--- src/rtl/cap_pkg.sv ---
package cap_pkg;
   typedef enum logic [1:0] {
      TM_RISE = 2'd0,
      TM_FALL = 2'd1,
      TM_EDGE = 2'd2,
      TM_HIGH = 2'd3
   } trig_mode_e;

   typedef enum logic [1:0] {
      POS_30  = 2'd0,
      POS_50  = 2'd1,
      POS_70  = 2'd2,
      POS_RSV = 2'd3
   } trig_pos_e;

   typedef enum logic [1:0] {
      ST_IDLE = 2'd0,
      ST_PRE  = 2'd1,
      ST_POST = 2'd2
   } cap_state_e;
endpackage

--- src/rtl/cap_trig_det.sv ---
module cap_trig_det
   import cap_pkg::*;
(
   input  logic       clk,
   input  logic       rst_a,
   input  logic       trg_in,
   input  logic [1:0] mode,
   output logic       hit
);
   logic prev_q;

   always_ff @(posedge clk) begin
      if (rst_a) prev_q <= 1'b0;
      else       prev_q <= trg_in;
   end

   always_comb begin
      case (trig_mode_e'(mode))
         TM_RISE: hit = trg_in & ~prev_q;
         TM_FALL: hit = ~trg_in & prev_q;
         TM_EDGE: hit = trg_in ^ prev_q;
         default: hit = trg_in;
      endcase
   end
endmodule

--- src/rtl/cap_pre_calc.sv ---
module cap_pre_calc
   import cap_pkg::*;
#(
   parameter int DW = 5
) (
   input  logic [DW-1:0] depth,
   input  logic [1:0]    pos,
   output logic [DW-1:0] pre
);
   always_comb begin
      case (trig_pos_e'(pos))
         POS_30:  pre = DW'((32'(depth) * 3) / 10);
         POS_70:  pre = DW'((32'(depth) * 7) / 10);
         default: pre = depth >> 1;
      endcase
   end
endmodule

--- src/rtl/cap_seq.sv ---
module cap_seq
   import cap_pkg::*;
#(
   parameter int SMP_W = 8,
   parameter int AW    = 4,
   localparam int DW   = AW + 1
) (
   input  logic             clk,
   input  logic             rst_a,
   input  logic             arm_a,
   input  logic [SMP_W-1:0] smp_in,
   input  logic             hit,
   input  logic [1:0]       mode_in,
   input  logic [1:0]       pos_in,
   input  logic [DW-1:0]    depth_in,
   input  logic [DW-1:0]    pre_q,
   output logic [1:0]       mode_q,
   output logic [1:0]       pos_q,
   output logic [DW-1:0]    depth_q,
   output logic             in_post,
   output logic [AW-1:0]    wr_addr,
   output logic [SMP_W-1:0] wr_data,
   output logic             wr_en,
   output logic [AW-1:0]    trg_addr,
   output logic [DW-1:0]    valid_len,
   output logic             done
);
   localparam logic [DW-1:0] MAXD = DW'(2 ** AW);
   localparam logic [DW-1:0] MIND = DW'(2);

   cap_state_e    st;
   logic [AW-1:0] ptr;
   logic [DW-1:0] fill;
   logic [DW-1:0] rem;
   logic [DW-1:0] post_len;
   logic          at_last;

   assign post_len = depth_q - pre_q;
   assign at_last  = ({1'b0, ptr} == depth_q - 1'b1);
   assign in_post  = (st == ST_POST);

   always_ff @(posedge clk) begin
      if (rst_a) begin
         st        <= ST_IDLE;
         ptr       <= '0;
         fill      <= '0;
         rem       <= '0;
         depth_q   <= MIND;
         pos_q     <= '0;
         mode_q    <= '0;
         wr_addr   <= '0;
         wr_data   <= '0;
         wr_en     <= 1'b0;
         trg_addr  <= '0;
         valid_len <= '0;
         done      <= 1'b0;
      end else begin
         wr_en <= 1'b0;
         done  <= 1'b0;
         case (st)
            ST_IDLE: begin
               if (arm_a) begin
                  st     <= ST_PRE;
                  ptr    <= '0;
                  fill   <= '0;
                  pos_q  <= pos_in;
                  mode_q <= mode_in;
                  if (depth_in < MIND)      depth_q <= MIND;
                  else if (depth_in > MAXD) depth_q <= MAXD;
                  else                      depth_q <= depth_in;
               end
            end
            default: begin
               wr_en   <= 1'b1;
               wr_data <= smp_in;
               wr_addr <= ptr;
               ptr     <= at_last ? '0 : ptr + 1'b1;
               if (st == ST_PRE) begin
                  if (hit) begin
                     trg_addr  <= ptr;
                     valid_len <= fill + post_len;
                     rem       <= post_len - 1'b1;
                     if (post_len == DW'(1)) begin
                        done <= 1'b1;
                        st   <= ST_IDLE;
                     end else begin
                        st <= ST_POST;
                     end
                  end else if (fill < pre_q) begin
                     fill <= fill + 1'b1;
                  end
               end else begin
                  rem <= rem - 1'b1;
                  if (rem == DW'(1)) begin
                     done <= 1'b1;
                     st   <= ST_IDLE;
                  end
               end
            end
         endcase
      end
   end
endmodule

--- src/rtl/cap_wr_ctrl.sv ---
module cap_wr_ctrl
   import cap_pkg::*;
#(
   parameter int SMP_W  = 8,
   parameter int ADDR_W = 4,
   parameter bit RST_HI = 1'b1,
   parameter bit EN_HI  = 1'b1,
   localparam int DW    = ADDR_W + 1
) (
   input  logic              clk,
   input  logic              rst,
   input  logic              arm,
   input  logic [SMP_W-1:0]  smp_in,
   input  logic              trg_in,
   input  logic [1:0]        trg_mode,
   input  logic [1:0]        trg_pos,
   input  logic [DW-1:0]     rec_depth,
   output logic [ADDR_W-1:0] wr_addr,
   output logic [SMP_W-1:0]  wr_data,
   output logic              wr_en,
   output logic [ADDR_W-1:0] trg_addr,
   output logic [DW-1:0]     valid_len,
   output logic              done
);
   if (SMP_W < 1) begin : g_bad_smp
      $error("cap_wr_ctrl: SMP_W must be at least 1");
   end
   if (ADDR_W < 2 || ADDR_W > 16) begin : g_bad_addr
      $error("cap_wr_ctrl: ADDR_W must lie in 2..16");
   end

   logic          rst_a;
   logic          arm_a;
   logic          hit;
   logic [1:0]    mode_q;
   logic [1:0]    pos_q;
   logic [DW-1:0] depth_q;
   logic [DW-1:0] pre_q;
   logic          in_post;

   if (RST_HI) begin : g_rst_hi
      assign rst_a = rst;
   end else begin : g_rst_lo
      assign rst_a = ~rst;
   end

   if (EN_HI) begin : g_en_hi
      assign arm_a = arm;
   end else begin : g_en_lo
      assign arm_a = ~arm;
   end

   cap_trig_det u_det (
      .clk    (clk),
      .rst_a  (rst_a),
      .trg_in (trg_in),
      .mode   (mode_q),
      .hit    (hit)
   );

   cap_pre_calc #(.DW(DW)) u_pre (
      .depth (depth_q),
      .pos   (pos_q),
      .pre   (pre_q)
   );

   cap_seq #(.SMP_W(SMP_W), .AW(ADDR_W)) u_seq (
      .clk       (clk),
      .rst_a     (rst_a),
      .arm_a     (arm_a),
      .smp_in    (smp_in),
      .hit       (hit),
      .mode_in   (trg_mode),
      .pos_in    (trg_pos),
      .depth_in  (rec_depth),
      .pre_q     (pre_q),
      .mode_q    (mode_q),
      .pos_q     (pos_q),
      .depth_q   (depth_q),
      .in_post   (in_post),
      .wr_addr   (wr_addr),
      .wr_data   (wr_data),
      .wr_en     (wr_en),
      .trg_addr  (trg_addr),
      .valid_len (valid_len),
      .done      (done)
   );
endmodule

--- config.mk ---
export PLATFORM = sky130hd
export DESIGN_NAME = cap_wr_ctrl
export DESIGN_NICKNAME = d
export VERILOG_FILES = /design/src/rtl/cap_pkg.sv /design/src/rtl/cap_trig_det.sv /design/src/rtl/cap_pre_calc.sv /design/src/rtl/cap_seq.sv /design/src/rtl/cap_wr_ctrl.sv
export SDC_FILE = /design/constraint.sdc
export NUM_CORES = 1
export LEC_CHECK = 0
export BUFFER_PORTS_ARGS = -buffer_cell sky130_fd_sc_hd__buf_2
export CORE_AREA = 3 3 129 131
export CTS_CLUSTER_DIAMETER = 40
export DETAILED_ROUTE_END_ITERATION = 8
export DIE_AREA = 0 0 132 134
export PLACE_DENSITY_LB_ADDON = 0.1
export SLEW_MARGIN = 30
export SYNTH_ARGS = -nofsm -noshare
export SYNTH_HDL_FRONTEND = slang
export SYNTH_SLANG_ARGS = --single-unit
--- constraint.sdc ---
create_clock -name clk -period 8.12 [get_ports clk]
set_input_delay 1.624 -clock clk [delete_from_list [all_inputs] [get_ports clk]]
set_output_delay 1.624 -clock clk [all_outputs]
set_load 0.005 [all_outputs]
==> flow_metrics.tcl, run 1 <==
set metrics [dict create \
    worstSetupPathType "reg -> reg" \
    rsz0062_at_grt "false" \
    ys_types 70 \
    ant_nets 0 \
    end_kind "flop" \
    min_period_over_period 0.772 \
    synth_warnings 0 \
    fmax_mhz 159 \
    drive_gt1_frac 0.145 \
    path_buf_inv 2 \
    grtUsageTotal 0.117 \
    cellPowerDensity_nw_per_um2 218 \
    leakage_nw 1.88 \
    combPwrFrac 0.433 \
    max_stage_delay_ns 0.65 \
    power_switching_mw 0.360 \
    final_nets 556 \
    avgSynthCellArea_um2 8.23 \
    gr-total-overflow 0 \
    min_path_type "reg -> reg" \
    cts_resized 0 \
    cts-buffers-inserted 5 \
    start_util 0.238 \
    cap_violations 0 \
    worstMarginPinSlew_ns 0.596 \
    min_period_ns 6.27 \
    wl_um 9990 \
    power.internal_mw 0.585 \
    rrSetupSlack_ns 1.85 \
    worstReg2RegEnd "u_seq.valid_len[4]" \
    avgRoutedWirePerCell_um 14.2 \
    die_w_um 132 \
    setup_violations 0 \
    vdd_drop_max_mv 0.0974 \
    num_rows 46 \
    syn2layout_area_growth_pct 15.8 \
    ys_ff_latch 49 \
    max_slew_margin 0.600 \
    hold_viol_final 0 \
    worstPathMaxFanout 10 \
    hold_buffers 0 \
    status "finished, final reports clean" \
    coreArea_um2 15700 \
    ioPinCount 44 \
    cpMaxStageDelayCell "dfxtp_1" \
    syn-instance-count 454 \
    diodes 0 \
    final.setup.tns_ns 0 \
    report.final.slew_viol_count 0 \
    vias 3249 \
    synth_fp_nets 521 \
    dp.final_hpwl_um 7730 \
    crit_required_ns 8.29 \
    grt_max_degree 50 \
    crit_path_start "u_seq.depth_q[2]" \
    clock-sinks 49 \
    antenna_found_initial 0 \
    fin_worst_skew_ns 0.00305 \
    place_congestion 0.754 \
    firstDrtPassIters 6 \
    drcViolationCount 0 \
    cts_root_buf "clkbuf_16" \
    synthArstFlopShare 0 \
    htreeDepth 2 \
    seq_area_frac_synth 0.263 \
    start_kind "flop" \
    synth_edf_count 0 \
    final_util 0.275 \
    r2r_start "u_seq.depth_q[2]" \
    clockBufferDepth 2 \
    worstRegToRegCells 27 \
    clkTransAtPathRegs_ns 0.07 \
    syn_area_um2 3740 \
    worst_ep_arrival_time_ns 6.44 \
    cts_tree "done" \
    via_per_inst 4.60 \
    critical_path.top_delay_family "adder cells" \
    worstSkewPairLatency_ns 0.30 \
    clock_power_share 0.261 \
    endpoint "u_seq.valid_len[4]" \
    die_h_um 134 \
    post_cts_buffers 0 \
    switching_share 0.381 \
    grt_pass1_wl_um 17000 \
    drtIter0Drc 115 \
    first_global_vias 3319 \
    dieArea_um2 17700 \
    numPortBuffers 43 \
    seq_power_share 0.306 \
    cp_num_cells 27 \
    synth_ff_type "dfxtp_1" \
]
-- registers in the layout, summed over array words and instances (netlist names), 4 cells and up --
register and cells:
u_seq.ptr 4, u_seq.depth_q 5, u_seq.valid_len 5, u_seq.trg_addr 4
u_seq.rem 5, u_seq.fill 5, u_seq.wr_addr 4, u_seq.wr_data 8
-- Yosys cell counts (all sizes together), types with 3 or more instances --
cell    instances  area [um^2]
nand2          57          214
dfxtp          49          981
a21oi          44          224
nor2           42          160
ha             38          475
inv            27          101
xnor2          19          166
o21ai          15         78.8
nand3          14         75.1
a21o           11         90.1
clkbuf         11         41.3
mux2i          11          110
nor3           11         55.1
fa              8          160
nand2b          7         51.3
a31oi           6         37.5
buf             6         41.3
a211oi          5         50.1
and3            5         31.3
nor4            5         52.6
and2            4         25.0
nor2b           4         32.5
xor2            4         35.0
a22o            3         26.3
nor3b           3         22.5
o211ai          3         22.5
-- through the flow --
| stage | std cells | hold slack [ns] | worst slack, ns | power, mW | area [um^2] |
|---|---|---|---|---|---|
| 2_1_floorplan | 454 | 0.441 | 2.50 | 0.607 | 3740 |
| 3_3_place_gp | 698 | 0.436 | 1.93 | 0.713 | 4150 |
| 3_5_place_dp | 698 | 0.442 | 1.80 | 0.710 | 4150 |
| 4_1_cts | 706 | 0.453 | 1.78 | 0.966 | 4320 |
| 5_1_grt | 706 | 0.475 | 1.18 | 1.03 | 4330 |
| 6_report | 706 | 0.449 | 1.85 | 0.945 | 4330 |
-- power groups by stage --
stage	clock [mW]	combinational (mW)	sequential (mW)
2_1_floorplan	0	0.321	0.286
3_3_place_gp	0	0.418	0.295
3_5_place_dp	0	0.415	0.295
4_1_cts	0.258	0.418	0.290
5_1_grt	0.267	0.471	0.293
6_report	0.247	0.409	0.289
-- final cells by class --
class / instances / area [um^2]
Clock buffer: 5 / 125
Clock inverter: 3 / 43.8
Fill cell: 1736 / 11400
Inverter: 27 / 101
Multi-Input combinational cell: 361 / 2570
Sequential cell: 49 / 981
Tap cell: 216 / 270
Timing Repair Buffer: 45 / 233
-- worst reg2reg max path, delay by kind of cell (launching register included) --
family / cells / cell delay, ns
adder cells (fa/ha/maj): 7 / 2.31
AO/OA/AOI/OAI: 8 / 1.27
AND/OR/NAND/NOR: 6 / 0.76
XOR/XNOR: 3 / 0.66
flip-flops: 1 / 0.65
multiplexers: 1 / 0.34
buffers and inverters: 2 / 0.17
-- logic make-up after synthesis --
family                   Yosys count  synth area share
AND/OR/NAND/NOR                  164             0.217
flip-flops                        49             0.263
multiplexers                      14            0.0425
AO/OA/AOI/OAI                    114             0.205
XOR/XNOR                          23            0.0539
buffers and inverters             44            0.0492
adder cells (fa/ha/maj)           46             0.170
-- worst min path at each step --
stage / to / start / cells after the start
final: u_seq.wr_addr[0] / u_seq.wr_addr[0] / 2
after global routing: u_seq.wr_data[2] / u_seq.wr_data[2] / 2
after CTS: u_seq.wr_addr[0] / u_seq.wr_addr[0] / 2
after detailed placement: u_seq.wr_addr[0] / u_seq.wr_addr[0] / 2
after global placement: u_seq.wr_data[7] / u_seq.wr_data[7] / 2
after floorplan: u_seq.mode_q[1] / u_seq.mode_q[1] / 2
-- cells in the final DEF (no fill, tap or decap), drive strengths merged, types with 8 or more instances in the layout --
cell	n
nand2	57
dfxtp	49
buf	45
a21oi	44
nor2	42
ha	38
inv	28
xnor2	19
o21ai	15
nand3	14
mux2i	11
nor3	11
a21o	11
fa	8
-- routing by layer --
metal  share of wire  GRT usage
met3           0.034     0.0221
met4          0.0070     0.0228
met1            0.48      0.155
met5               0          0
met2            0.48      0.200
Power figures use the tool's default switching activity.
==> inputs of run 2 (changes only) <==
Clock period 8.12 ns to 5.8 ns, I/O delays scaled along.
==> run 2 against run 1 <==
  * Combinational power grew 75%
  * Sequential power grew 38%
  * Non-clock buffer count grew 35
  * Setup slack lost 1.6 ns
  * Count of clock-buffer cells in the layout is the same
  * Register-to-register slack lost 1.6 ns
  * Via count grew 3.8%
  * Final area grew 8.7%
  * Clock power grew 38%
  * Largest cell class unchanged
==> flow_metrics.tcl, run 2 (synthesis results as in run 1) <==
set metrics [dict create \
    worstPathMaxFanout 5 \
    drcViolationCount 0 \
    place_congestion 0.816 \
    fin_worst_skew_ns 0.00668 \
    max_stage_delay_ns 0.59 \
    min_period_ns 5.52 \
    status "finished, final reports clean" \
    ioPinCount 44 \
    coreArea_um2 15700 \
    drtIter0Drc 114 \
    design_area_um2 4700 \
    ant_nets 0 \
    clock-sinks 49 \
    clockBufferDepth 2 \
    grt_pass1_wl_um 16800 \
    min_period_over_period 0.952 \
    grt_max_degree 50 \
    num_rows 46 \
    combPwrFrac 0.492 \
    power_mw 1.46 \
    worstSkewPairLatency_ns 0.29 \
    power_switching_mw 0.537 \
    end_kind "flop" \
    grtUsageTotal 0.116 \
    leakage_nw 2.07 \
    worst_ep_arrival_time_ns 5.68 \
    clock_power_share 0.235 \
    start_util 0.238 \
    top_register "u_seq.wr_data" \
    min_path_type "reg -> reg" \
    grt_use_met2 0.200 \
    antenna_found_initial 0 \
    layout_common_cells "nand2_1, dfxtp_1, buf_2" \
    placed_cell_area_um2 4400 \
    fillCellCount 1680 \
    seq_power_share 0.273 \
    hold_viol_final 0 \
    crit_required_ns 5.96 \
    worstSetupPathType "reg -> reg" \
    setup_violations 0 \
    numPortBuffers 43 \
    drive_gt1_frac 0.251 \
    gr-total-overflow 0 \
    worstRegToRegCells 28 \
    max_slew_margin 0.632 \
    diodes 0 \
    whs_ns 0.449 \
    cts_root_buf "clkbuf_16" \
    wl_um 10200 \
    cts-buffers-inserted 5 \
    use_met1 0.151 \
    die_h_um 134 \
    cellPowerDensity_nw_per_um2 310 \
    layout_commonest_cell "nand2_1" \
    syn2layout_area_growth_pct 25.8 \
    vdd_drop_max_mv 0.118 \
    avgRoutedWirePerCell_um 13.8 \
    dp.final_hpwl_um 8020 \
    cap_violations 0 \
    cpMaxStageDelayCell "fa_2" \
    pre_cts_slack_ns -0.0107 \
    vias 3371 \
    worstMarginPinSlew_ns 0.547 \
    busiest_layer "met2" \
    largest_register_ffs 8 \
    via_per_inst 4.55 \
    regArea_um2 992 \
    fin_ws_ns 0.280 \
    fmax_mhz 181 \
    clkTransAtPathRegs_ns 0.07 \
    power.internal_mw 0.919 \
    grt_use_met3 0.0206 \
    report.final.slew_viol_count 0 \
    first_global_vias 3346 \
    die_w_um 132 \
    htreeDepth 2 \
    holdPathStages 2 \
    start_kind "flop" \
    rrSetupSlack_ns 0.28 \
    cts_tree "done" \
    dieArea_um2 17700 \
    switching_share 0.369 \
    final_nets 591 \
    firstDrtPassIters 4 \
    hold_buffers 0 \
    multi_input_area_um2 2670 \
]
## run 2: changes by cell type in the layout (fill, tap and decap cells not counted), moves of 3 or more
cell and delta:
buf_4 +35, ha_1 -3, fa_2 +3, a21oi_2 +3, fa_1 -3, a21oi_1 -3, dfxtp_1 -3, dfxtp_4 +3
## run 2: repair_timing
item                                    4_1_cts  5_1_grt
buffers inserted                              0        2
endpoints found under the setup margin        1       10
resized for setup                             3       29
pin swaps                                     0       13
cloned                                        0        0
## run 2: cell type report
cell class              instances  share of cell area
multi-input cells             361               0.569
flip-flops and latches         49               0.211
clock buffers                   5              0.0266
inverters                      27              0.0216
well taps                     216              0.0575
clock inverters                 3             0.00932
repair buffers                 80               0.105
## run 2: layer usage
layer / routed length [um] / part of all wire / vias up
li1: - / - / 1738
met5: 0 / 0 / -
met3: 297 / 0.029 / 13
met2: 4950 / 0.48 / 43
met4: 134 / 0.013 / 0
met1: 4860 / 0.47 / 1577
## run 2: power groups by stage
stage	Combinational, mW	Sequential [mW]	Clock (mW)
4_1_cts	0.685	0.399	0.355
5_1_grt	0.813	0.403	0.367
2_1_floorplan	0.450	0.400	0
6_report	0.717	0.398	0.342
3_5_place_dp	0.679	0.406	0
3_3_place_gp	0.676	0.406	0
## run 2: final timing paths
kind,from,endpoint
worst max-delay path,u_seq.depth_q[1],u_seq.valid_len[4]
worst min-delay path,u_seq.wr_data[1],u_seq.wr_data[1]
worst max register to register,u_seq.depth_q[1],u_seq.valid_len[4]
worst min register to register,u_seq.wr_data[1],u_seq.wr_data[1]
## run 2: worst max-delay path, delay by kind of cell (launching register included)
kind | cells | cell delay, ns
AOI/OAI and AO/OA | 10 | 1.71
buffers and inverters | 3 | 0.16
and+or+nand+nor | 6 | 0.53
xor gates and xnor gates | 2 | 0.28
DFF | 1 | 0.37
adders and majority gates | 7 | 2.33
## run 2: metrics by stage
step	TNS, ns	util	std cells
2_1_floorplan	0	-	454
3_3_place_gp	0	0.280	731
3_5_place_dp	-0.0107	0.280	731
4_1_cts	0	0.291	739
5_1_grt	-0.0467	0.299	741
6_report	0	0.299	741
==> inputs of run 3 (changes only) <==
Settings changed: REMOVE_ABC_BUFFERS set to 1.
==> run 3 against run 2 <==
  * Clock power is 9.4% lower
  * Highest routed layer unchanged
  * Utilization is 0.21 points higher
  * Register-to-register slack better by 0.02 ns
  * Cell count is 0.81% higher
  * Sequential power hardly changed
  * Worst hold slack better by 0.0022 ns
  * Largest cell class unchanged
  * Critical path type unchanged
  * Largest power group unchanged
==> flow_metrics.tcl, run 3 (synthesis results as in run 1) <==
set metrics [dict create \
    status "finished, final reports clean" \
    fillCellCount 1679 \
    worstPathMaxFanout 5 \
    fmax_mhz 182 \
    grt_max_degree 38 \
    placed_cell_area_um2 4400 \
    grt_pass1_wl_um 16800 \
    top_register "u_seq.wr_data" \
    worstMarginPinSlew_ns 0.744 \
    final_nets 597 \
    fin_worst_skew_ns 0.00916 \
    vdd_drop_max_mv 0.165 \
    ioPinCount 44 \
    grt_use_met3 0.0203 \
    place_congestion 0.823 \
    first_global_vias 3276 \
    start_util 0.238 \
    setup_violations 0 \
    drtIter0Drc 110 \
    gr-total-overflow 0 \
    coreArea_um2 15700 \
    report.final.slew_viol_count 0 \
    syn2layout_area_growth_pct 26.7 \
    start_kind "flop" \
    numPortBuffers 43 \
    pre_cts_slack_ns 0.0464 \
    power_mw 1.42 \
    use_met1 0.155 \
    cellPowerDensity_nw_per_um2 300 \
    final_util 0.301 \
    firstDrtPassIters 4 \
    clkTransAtPathRegs_ns 0.08 \
    busiest_layer "met2" \
    drcViolationCount 0 \
    diodes 0 \
    cts_root_buf "clkbuf_16" \
    worstRegToRegCells 26 \
    cts_tree "done" \
    avgRoutedWirePerCell_um 13.8 \
    antenna_found_initial 0 \
    max_slew_margin 0.504 \
    dieArea_um2 17700 \
    leakage_nw 2.11 \
    die_w_um 132 \
    end_kind "flop" \
    min_path_type "reg -> reg" \
    clockBufferDepth 2 \
    worst_ep_arrival_time_ns 5.69 \
    largest_register_ffs 8 \
    num_rows 46 \
    cts-buffers-inserted 5 \
    die_h_um 134 \
    grt_use_met2 0.198 \
    drive_gt1_frac 0.264 \
    worstSetupPathType "reg -> reg" \
    crit_required_ns 5.98 \
    hold_viol_final 0 \
    clock-sinks 49 \
    layout_commonest_cell "nand2_1" \
    wl_um 10300 \
    min_period_ns 5.51 \
    grtUsageTotal 0.115 \
    via_per_inst 4.60 \
    min_period_over_period 0.949 \
    dp.final_hpwl_um 7910 \
    ant_nets 0 \
    fin_ws_ns 0.295 \
    hold_buffers 0 \
    holdPathStages 2 \
    design_area_um2 4730 \
    cap_violations 0 \
    htreeDepth 2 \
    worstSkewPairLatency_ns 0.30 \
    vias 3433 \
    layout_common_cells "nand2_1, dfxtp_1, buf_2" \
]
==> run 3: per-layer routing <==
layer | share of wire | wire [um] | up-vias
met5 | 0 | 0 | -
met4 | 0.0074 | 76 | 0
met3 | 0.029 | 301 | 6
met2 | 0.48 | 4950 | 54
met1 | 0.48 | 5000 | 1611
li1 | - | - | 1762
==> run 3: area by class of cell <==
| cell class | instances | area, um^2 | share of cell area |
|---|---|---|---|
| timing repair buffer | 86 | 542 | 0.114 |
| tap | 216 | 270 | 0.0571 |
| multi-input combinational | 361 | 2680 | 0.566 |
| clock inverter | 3 | 28.8 | 0.00608 |
| clock buffer | 5 | 125 | 0.0264 |
| inverter | 27 | 101 | 0.0214 |
| sequential | 49 | 988 | 0.209 |
==> run 3: per-stage QoR <==
| step | TNS (ns) | hold slack, ns | instances |
|---|---|---|---|
| 2_1_floorplan | 0 | 0.435 | 437 |
| 3_3_place_gp | 0 | 0.436 | 731 |
| 3_5_place_dp | 0 | 0.441 | 731 |
| 4_1_cts | 0 | 0.453 | 739 |
| 5_1_grt | -0.0663 | 0.475 | 747 |
| 6_report | 0 | 0.451 | 747 |
==> run 3: repair_timing <==
| item | 4_1_cts | 5_1_grt |
|---|---|---|
| cloned | 0 | 0 |
| setup buffers | 0 | 8 |
| gates resized for setup | 1 | 34 |
| endpoints found under the hold margin | 0 | 0 |
| endpoints found under the setup margin | 1 | 11 |
| pin swaps | 0 | 16 |
==> run 3: worst paths after layout <==
kind                              to        startpoint  slack (ns)
setup / recovery  u_seq.valid_len[4]  u_seq.depth_q[1]        0.29
hold / removal      u_seq.wr_data[6]  u_seq.wr_data[6]        0.45
setup reg to reg  u_seq.valid_len[4]  u_seq.depth_q[1]        0.29
hold reg to reg     u_seq.wr_data[6]  u_seq.wr_data[6]        0.45
==> run 3: where the power goes <==
part           internal (mW)  total [mW]  switching, mW
clock network          0.166       0.310          0.144
registers              0.367       0.398         0.0312
logic                  0.348       0.714          0.366
==> run 3: critical path, stage by stage, from the launching register on <==
cell	delay, ns
dfxtp_4	0.37
fa_1	0.50
ha_2	0.17
inv_1	0.05
fa_2	0.33
nand2b_4	0.15
a2111o_1	0.43
nand2_2	0.12
buf_6	0.11
nor3_1	0.04
o31a_1	0.33
a211oi_4	0.29
o22a_1	0.17
o211ai_1	0.10
a21oi_1	0.15
nor2_1	0.07
ha_2	0.18
fa_1	0.57
inv_2	0.06
fa_2	0.34
a21o_1	0.20
a21oi_2	0.13
xnor2_1	0.14
xnor2_1	0.13
nor2_1	0.05
a21oi_1	0.13
nor2_1	0.05
